`config.mk`:
```
export PLATFORM = sky130hd
export DESIGN_NAME = fpt_tag_ctrl
export DESIGN_NICKNAME = d
export VERILOG_FILES = /design/src/rtl/fpt_pkg.sv /design/src/rtl/fpt_decide.sv /design/src/rtl/fpt_img_field.sv /design/src/rtl/fpt_tag_file.sv /design/src/rtl/fpt_tag_ctrl.sv
export SDC_FILE = /design/constraint.sdc
export NUM_CORES = 1
export LEC_CHECK = 0
export BUFFER_PORTS_ARGS = -buffer_cell sky130_fd_sc_hd__buf_2
export CORE_ASPECT_RATIO = 1.1
export CORE_MARGIN = 3
export CORE_UTILIZATION = 63
export CTS_CLUSTER_SIZE = 10
export DETAILED_ROUTE_END_ITERATION = 12
export PLACE_DENSITY = 0.95
export SLEW_MARGIN = 10
export SYNTH_ARGS = -nofsm -noshare
export SYNTH_HDL_FRONTEND = slang
export SYNTH_HIERARCHICAL = 1
export SYNTH_SLANG_ARGS = --single-unit
```
`constraint.sdc`:
```
create_clock -name clk -period 6.4 [get_ports clk]
set_input_delay 0.64 -clock clk [delete_from_list [all_inputs] [get_ports clk]]
set_output_delay 0.64 -clock clk [all_outputs]
set_load 0.03 [all_outputs]
```
`src/rtl/fpt_pkg.sv`:
```
package fpt_pkg;
   localparam int TAG_W = 3;
   localparam int ACT_W = 3;

   localparam logic [TAG_W-1:0] T_RAW  = 3'd0;
   localparam logic [TAG_W-1:0] T_BIN  = 3'd1;
   localparam logic [TAG_W-1:0] T_HEX  = 3'd2;
   localparam logic [TAG_W-1:0] T_DEC  = 3'd3;
   localparam logic [TAG_W-1:0] T_CDEC = 3'd4;
   localparam logic [TAG_W-1:0] T_MDEC = 3'd5;

   localparam logic [ACT_W-1:0] A_IDLE = 3'd0;
   localparam logic [ACT_W-1:0] A_USE  = 3'd1;
   localparam logic [ACT_W-1:0] A_CONV = 3'd2;
   localparam logic [ACT_W-1:0] A_ZERO = 3'd3;
   localparam logic [ACT_W-1:0] A_IMG  = 3'd4;
   localparam logic [ACT_W-1:0] A_EXT  = 3'd5;
   localparam logic [ACT_W-1:0] A_MOVE = 3'd6;

   localparam logic [2:0] K_LOAD = 3'd0;
   localparam logic [2:0] K_BULK = 3'd1;
   localparam logic [2:0] K_STOR = 3'd2;
   localparam logic [2:0] K_ARITH = 3'd3;
   localparam logic [2:0] K_SAVE = 3'd4;
   localparam logic [2:0] K_REST = 3'd5;

   function automatic logic is_typed(input logic [TAG_W-1:0] t);
      return (t >= T_BIN) && (t <= T_MDEC);
   endfunction

   function automatic logic is_decimal(input logic [TAG_W-1:0] t);
      return (t >= T_DEC) && (t <= T_MDEC);
   endfunction
endpackage

```
`src/rtl/fpt_decide.sv`:
```
module fpt_decide
   import fpt_pkg::*;
(
   input  logic             clk,
   input  logic             rst_n,
   input  logic             en,
   input  logic [TAG_W-1:0] cur_tag,
   input  logic [TAG_W-1:0] want,
   output logic [ACT_W-1:0] act,
   output logic [TAG_W-1:0] new_tag,
   output logic             wr
);
   always_comb begin
      act     = A_IDLE;
      new_tag = cur_tag;
      wr      = 1'b0;
      if (en && is_typed(want)) begin
         if (cur_tag == T_RAW) begin
            act = A_IMG;  new_tag = want; wr = 1'b1;
         end else if (cur_tag == want) begin
            act = A_USE;
         end else if (is_decimal(cur_tag) && is_decimal(want)) begin
            act = A_CONV; new_tag = want; wr = 1'b1;
         end else begin
            act = A_ZERO; new_tag = want; wr = 1'b1;
         end
      end
   end

   AST_USE_KEEPS: assert property (@(posedge clk) disable iff (!rst_n)
      (act == A_USE) |-> (!wr && new_tag == cur_tag));
   AST_CONV_DECIMAL: assert property (@(posedge clk) disable iff (!rst_n)
      (act == A_CONV) |-> (is_decimal(new_tag) && is_decimal(cur_tag) && wr));
   AST_ZERO_CROSS: assert property (@(posedge clk) disable iff (!rst_n)
      (act == A_ZERO) |-> (cur_tag != T_RAW && !(is_decimal(cur_tag) && is_decimal(want))));
   AST_IMG_FROM_RAW: assert property (@(posedge clk) disable iff (!rst_n)
      (act == A_IMG) |-> (cur_tag == T_RAW && new_tag != T_RAW));
endmodule

```
`src/rtl/fpt_img_field.sv`:
```
module fpt_img_field
   import fpt_pkg::*;
#(
   parameter int HI_W = 32
) (
   input  logic [TAG_W-1:0] save_tag,
   input  logic [HI_W-1:0]  rest_hi,
   output logic [HI_W-1:0]  save_hi,
   output logic [TAG_W-1:0] rest_tag
);
   initial begin
      assert (HI_W >= TAG_W) else $error("image upper field too narrow for tag");
   end

   generate
      if (HI_W > TAG_W) begin : g_pad
         assign save_hi = {{(HI_W-TAG_W){1'b0}}, save_tag};
      end else begin : g_exact
         assign save_hi = save_tag;
      end
   endgenerate

   always_comb begin
      rest_tag = rest_hi[TAG_W-1:0];
      if (!is_typed(rest_tag)) rest_tag = T_RAW;
   end
endmodule

```
`src/rtl/fpt_tag_file.sv`:
```
module fpt_tag_file
   import fpt_pkg::*;
#(
   parameter int NREGS = 16,
   parameter int NWP   = 3,
   parameter int NRP   = 2
) (
   input  logic                 clk,
   input  logic                 rst_n,
   input  logic [NWP-1:0]       wr_en,
   input  logic [NWP*$clog2(NREGS)-1:0] wr_idx,
   input  logic [NWP*TAG_W-1:0] wr_tag,
   input  logic [NRP*$clog2(NREGS)-1:0] rd_idx,
   output logic [NRP*TAG_W-1:0] rd_tag
);
   localparam int IDX_W = $clog2(NREGS);

   initial begin
      assert (NREGS >= 2 && NREGS == (1 << IDX_W)) else $error("NREGS must be a power of two");
   end

   logic [TAG_W-1:0] tags [NREGS];

   for (genvar r = 0; r < NREGS; r++) begin : g_reg
      always_ff @(posedge clk or negedge rst_n) begin
         if (!rst_n) begin
            tags[r] <= T_RAW;
         end else begin
            for (int w = 0; w < NWP; w++) begin
               if (wr_en[w] && wr_idx[w*IDX_W +: IDX_W] == IDX_W'(r))
                  tags[r] <= wr_tag[w*TAG_W +: TAG_W];
            end
         end
      end
      AST_TAG_LEGAL: assert property (@(posedge clk) disable iff (!rst_n)
         tags[r] <= T_MDEC);
   end

   for (genvar p = 0; p < NRP; p++) begin : g_rd
      assign rd_tag[p*TAG_W +: TAG_W] = tags[rd_idx[p*IDX_W +: IDX_W]];
   end
endmodule

```
`src/rtl/fpt_tag_ctrl.sv`:
```
module fpt_tag_ctrl
   import fpt_pkg::*;
#(
   parameter int NREGS = 16,
   parameter int NOPS  = 2,
   parameter int PAY_W = 128,
   parameter int IMG_W = 160
) (
   input  logic                          clk,
   input  logic                          rst_n,
   input  logic                          req_valid,
   input  logic [2:0]                    req_kind,
   input  logic [TAG_W-1:0]              req_type,
   input  logic [NOPS-1:0]               req_en,
   input  logic [NOPS*$clog2(NREGS)-1:0] req_idx,
   input  logic [IMG_W-PAY_W-1:0]        rst_img_hi,
   output logic                          rsp_valid,
   output logic [2:0]                    rsp_kind,
   output logic [NOPS*ACT_W-1:0]         rsp_act,
   output logic [NOPS*TAG_W-1:0]         rsp_tag,
   output logic [IMG_W-PAY_W-1:0]        sav_img_hi
);
   localparam int IDX_W = $clog2(NREGS);
   localparam int HI_W  = IMG_W - PAY_W;
   localparam int NWP   = NOPS + 1;

   initial begin
      assert (NOPS >= 1) else $error("need at least one operand slot");
      assert (IMG_W > PAY_W) else $error("image must exceed payload");
   end

   logic [NOPS*TAG_W-1:0] cur_f;
   logic [NOPS*ACT_W-1:0] d_act_f;
   logic [NOPS*TAG_W-1:0] d_tag_f;
   logic [NOPS-1:0]       d_wr;
   logic                  sw_en;
   logic [TAG_W-1:0]      sw_tag;
   logic [HI_W-1:0]       save_hi;
   logic [TAG_W-1:0]      rest_tag;
   logic [TAG_W-1:0]      cur0;

   assign cur0 = cur_f[TAG_W-1:0];

   for (genvar o = 0; o < NOPS; o++) begin : g_op
      fpt_decide u_dec (
         .clk     (clk),
         .rst_n   (rst_n),
         .en      (req_valid && req_kind == K_ARITH && req_en[o]),
         .cur_tag (cur_f[o*TAG_W +: TAG_W]),
         .want    (req_type),
         .act     (d_act_f[o*ACT_W +: ACT_W]),
         .new_tag (d_tag_f[o*TAG_W +: TAG_W]),
         .wr      (d_wr[o])
      );
   end

   fpt_img_field #(.HI_W(HI_W)) u_img (
      .save_tag (cur0),
      .rest_hi  (rst_img_hi),
      .save_hi  (save_hi),
      .rest_tag (rest_tag)
   );

   fpt_tag_file #(.NREGS(NREGS), .NWP(NWP), .NRP(NOPS)) u_tags (
      .clk    (clk),
      .rst_n  (rst_n),
      .wr_en  ({sw_en, d_wr}),
      .wr_idx ({req_idx[IDX_W-1:0], req_idx}),
      .wr_tag ({sw_tag, d_tag_f}),
      .rd_idx (req_idx),
      .rd_tag (cur_f)
   );

   logic [NOPS*ACT_W-1:0] act_n;
   logic [NOPS*TAG_W-1:0] tag_n;
   logic [HI_W-1:0]       hi_n;

   always_comb begin
      act_n  = '0;
      tag_n  = '0;
      hi_n   = '0;
      sw_en  = 1'b0;
      sw_tag = T_RAW;
      if (req_valid) begin
         case (req_kind)
            K_ARITH: begin
               for (int o = 0; o < NOPS; o++) begin
                  if (req_en[o]) begin
                     act_n[o*ACT_W +: ACT_W] = d_act_f[o*ACT_W +: ACT_W];
                     tag_n[o*TAG_W +: TAG_W] = d_tag_f[o*TAG_W +: TAG_W];
                  end
               end
            end
            K_LOAD: begin
               if (is_typed(req_type)) begin
                  sw_en  = 1'b1;
                  sw_tag = req_type;
                  tag_n[TAG_W-1:0] = req_type;
               end else begin
                  tag_n[TAG_W-1:0] = cur0;
               end
            end
            K_BULK: begin
               sw_en = 1'b1;
               sw_tag = T_RAW;
               act_n[ACT_W-1:0] = A_MOVE;
            end
            K_STOR: begin
               act_n[ACT_W-1:0] = (cur0 == T_RAW) ? A_MOVE : A_EXT;
               tag_n[TAG_W-1:0] = cur0;
            end
            K_SAVE: begin
               act_n[ACT_W-1:0] = A_MOVE;
               tag_n[TAG_W-1:0] = cur0;
               hi_n = save_hi;
            end
            K_REST: begin
               sw_en  = 1'b1;
               sw_tag = rest_tag;
               act_n[ACT_W-1:0] = A_MOVE;
               tag_n[TAG_W-1:0] = rest_tag;
            end
            default: ;
         endcase
      end
   end

   always_ff @(posedge clk or negedge rst_n) begin
      if (!rst_n) begin
         rsp_valid  <= 1'b0;
         rsp_kind   <= '0;
         rsp_act    <= '0;
         rsp_tag    <= '0;
         sav_img_hi <= '0;
      end else begin
         rsp_valid  <= req_valid;
         rsp_kind   <= req_kind;
         rsp_act    <= act_n;
         rsp_tag    <= tag_n;
         sav_img_hi <= hi_n;
      end
   end

   AST_RSP_FOLLOWS: assert property (@(posedge clk) disable iff (!rst_n)
      req_valid |=> rsp_valid);
   AST_RSP_QUIET: assert property (@(posedge clk) disable iff (!rst_n)
      !req_valid |=> !rsp_valid);
   AST_BULK_RAW: assert property (@(posedge clk) disable iff (!rst_n)
      (req_valid && req_kind == K_BULK) |=> (rsp_tag[TAG_W-1:0] == T_RAW && rsp_act[ACT_W-1:0] == A_MOVE));
   AST_HI_ONLY_SAVE: assert property (@(posedge clk) disable iff (!rst_n)
      !(req_valid && req_kind == K_SAVE) |=> (sav_img_hi == '0));
endmodule

```
==> reports/qor.yml <==
outcome: "finished, final reports clean"
hold_path.class: "input port to async pin"
ys.flop_type: "dfrtp_1"
clock_sinks: 96
rr_startpoint: "u_tags/tags[40]$_DFFE_PN0P_"
fp.dieH_um: 113
async_flop_share: 1.00
p_clk_frac: 0.267
cts_tree: "done"
clk_root_buffer_cell: "clkbuf_8"
postRouteAntennaNets: 0
dieArea_mm2: 0.0116
cts_max_path_buffers: 2
finClkSkew_ns: 0.0138
r2r_cells: 9
cts_resized: 0
area_growth_pct: 6.08
num_io_pins: 99
final_common_cell: "dfrtp_1"
cts_setup_buffers: 0
synth_warnings: 6
drv_cap: 0
drv_slew: 0
drt-total-wl_mm: 19.2
synthDistinctLibCells: 69
grt_overflow: 0
globalplace.congestion: 1.06
numCtsBuffers: 9
clkTransAtPathRegs_ns: 0.11
max_freq_ghz: 0.202
hold_viol: 0
detail_route.first_pass.iterations: 9
syn_area_mm2: 0.00654
rsz0062_at_grt: "false"
setup-tns-final_ns: 0
critPathKind: "input port to flop"
synth-seq-area-share: 0.367
power_density_mw_per_mm2: 212
crit_fanout: 32
p_comb_frac: 0.249
place_hpwl_mm: 12.6
synthCells: 693
irDropWorstVdd_mv: 0.109
num-fill-cells: 729
worst_pin_slew_ns: 0.888
crit_required_ns: 6.66
diodes: 0
final-setup-viol-count: 0
multi_input_area_mm2: 0.00376
layout-drive-gt1-share: 0.223
core_area_mm2: 0.00998
drcViolationCount: 0
whs_ns: 0.197
seqCellArea_mm2: 0.00240
drt_iter0_drc: 990
synth_edf_count: 0
postCtsHoldBufs: 0
grt_pass1_vias: 5976
start_util: 0.655
r2r_end: "u_tags/tags[13]$_DFFE_PN0P_"
switching_share: 0.350
grt_pass1_wl_mm: 30.7
pwr-share-seq: 0.483
grt_usage: 0.341
wl_per_cell_um: 22.4
crit_arrival_ns: 5.21
internal-power_mw: 0.954
io_buffers: 69
slew_headroom: 0.408
num_vias: 6119
power.switching_mw: 0.514
htreeDepth: 3
grt_max_degree: 62
antenna_found_initial: 0
reg2reg_slack_ns: 2.01
fin_crit_sh: 0.772
insertion_delay_ns: 0.38
num-nets-final: 786
post-route-min-period_ns: 4.94
fp.dieW_um: 103
leakage_nw: 3.15
mostFrequentLayoutCells: "dfrtp_1, nand2_1, nor2_1"
vias_per_cell: 7.12
avgSynthCellArea_um2: 9.44
synth_seq_cells: 96
cp-start-kind: "input port"
endpoint_kind: "flop"
row_count: 38
[flip-flops by register name, indices dropped and copies added (netlist names)]
name,cells
sav_img_hi,32
rsp_kind,3
u_tags/tags,48
rsp_act,6
rsp_valid,1
rsp_tag,6
[area by class of cell]
class	instances	share of cell area
Inverter	8	0.00433
Timing Repair Buffer	76	0.0582
Multi-Input combinational cell	544	0.542
Tap cell	120	0.0216
Clock inverter	6	0.00883
Clock buffer	10	0.0184
Sequential cell	96	0.346
[cells by family (layout without fill, tap and decap cells)]
family / after synthesis / after routing / synth area share
flip-flops: 96 / 96 / 0.367
AO/OA/AOI/OAI: 154 / 154 / 0.191
AND/OR/NAND/NOR: 327 / 327 / 0.269
other: 1 / 29 / 0.000573
multiplexers: 28 / 28 / 0.0903
XOR/XNOR: 6 / 6 / 0.00803
buffers and inverters: 81 / 100 / 0.0740
[cell usage after synthesis (all sizes together) (3+ instances only)]
library cell,count,area (um^2)
and3b,7,62.6
mux4,24,541
buf,57,390
a2bb2oi,18,170
a211o,3,26.3
or3,6,37.5
clkbuf,16,63.8
a31oi,4,25.0
o211ai,6,50.1
nor3,15,111
a22oi,6,45.0
a221o,4,41.3
o311ai,11,96.3
nand2,92,345
a21oi,15,75.1
nand2b,6,37.5
a211oi,17,128
o21ai,5,25.0
nand3,28,140
nor3b,6,61.3
or2,3,18.8
and2,41,284
xor2,6,52.6
o22ai,11,68.8
or3b,6,55.1
a311o,6,60.1
a221oi,4,35.0
dfrtp,96,2400
nor4b,3,41.3
nor2,75,284
nor2b,10,62.6
inv,8,30.0
nand3b,6,45.0
a21boi,3,45.1
and3,15,93.8
o31ai,32,268
[per-stage QoR]
stage,power (mW),setup slack (ns),std cells,instance area [um^2],utilization
3_5_place_dp,1.06,1.47,843,6740,0.675
2_1_floorplan,0.957,2.92,721,6650,-
6_report,1.47,1.46,860,6940,0.695
5_1_grt,1.52,1.33,860,6940,0.695
4_1_cts,1.45,1.80,859,6930,0.694
3_3_place_gp,1.05,1.64,843,6740,0.675
[how the worst max path moves through the flow]
stage,cells after the start,to,start,slack (ns)
2_1_floorplan,11,u_tags/tags[43]$_DFFE_PN0P_,req_idx[0],2.92
4_1_cts,10,u_tags/tags[13]$_DFFE_PN0P_,req_idx[0],1.80
3_5_place_dp,10,u_tags/tags[14]$_DFFE_PN0P_,req_idx[0],1.47
3_3_place_gp,10,u_tags/tags[14]$_DFFE_PN0P_,req_idx[0],1.64
6_report,10,u_tags/tags[13]$_DFFE_PN0P_,req_idx[0],1.46
5_1_grt,10,u_tags/tags[13]$_DFFE_PN0P_,req_idx[0],1.33
[critical path: stages]
cell	delay (ns)
buf_2	0.60
mux4_2	0.63
a22oi_1	0.37
nand3_1	0.37
or3_1	0.50
a21oi_1	0.64
and3b_1	0.59
nand3_1	0.24
o311ai_1	0.48
a2bb2oi_1	0.14
[per-layer routing]
layer,up-vias,GRT usage,routed length [um]
met5,-,0,0
met4,0,0.209,1530
met3,190,0.118,2570
met2,553,0.510,8470
met1,2806,0.421,6660
li1,2570,-,-
[power by group through the flow]
stage	Sequential [mW]	Combinational, mW	Clock (mW)
finish	0.710	0.366	0.392
global route	0.711	0.384	0.421
CTS	0.704	0.351	0.393
detailed placement	0.716	0.347	0
global placement	0.712	0.335	0
floorplan	0.712	0.245	0
Note: power is estimated with default switching activity, not from simulation.
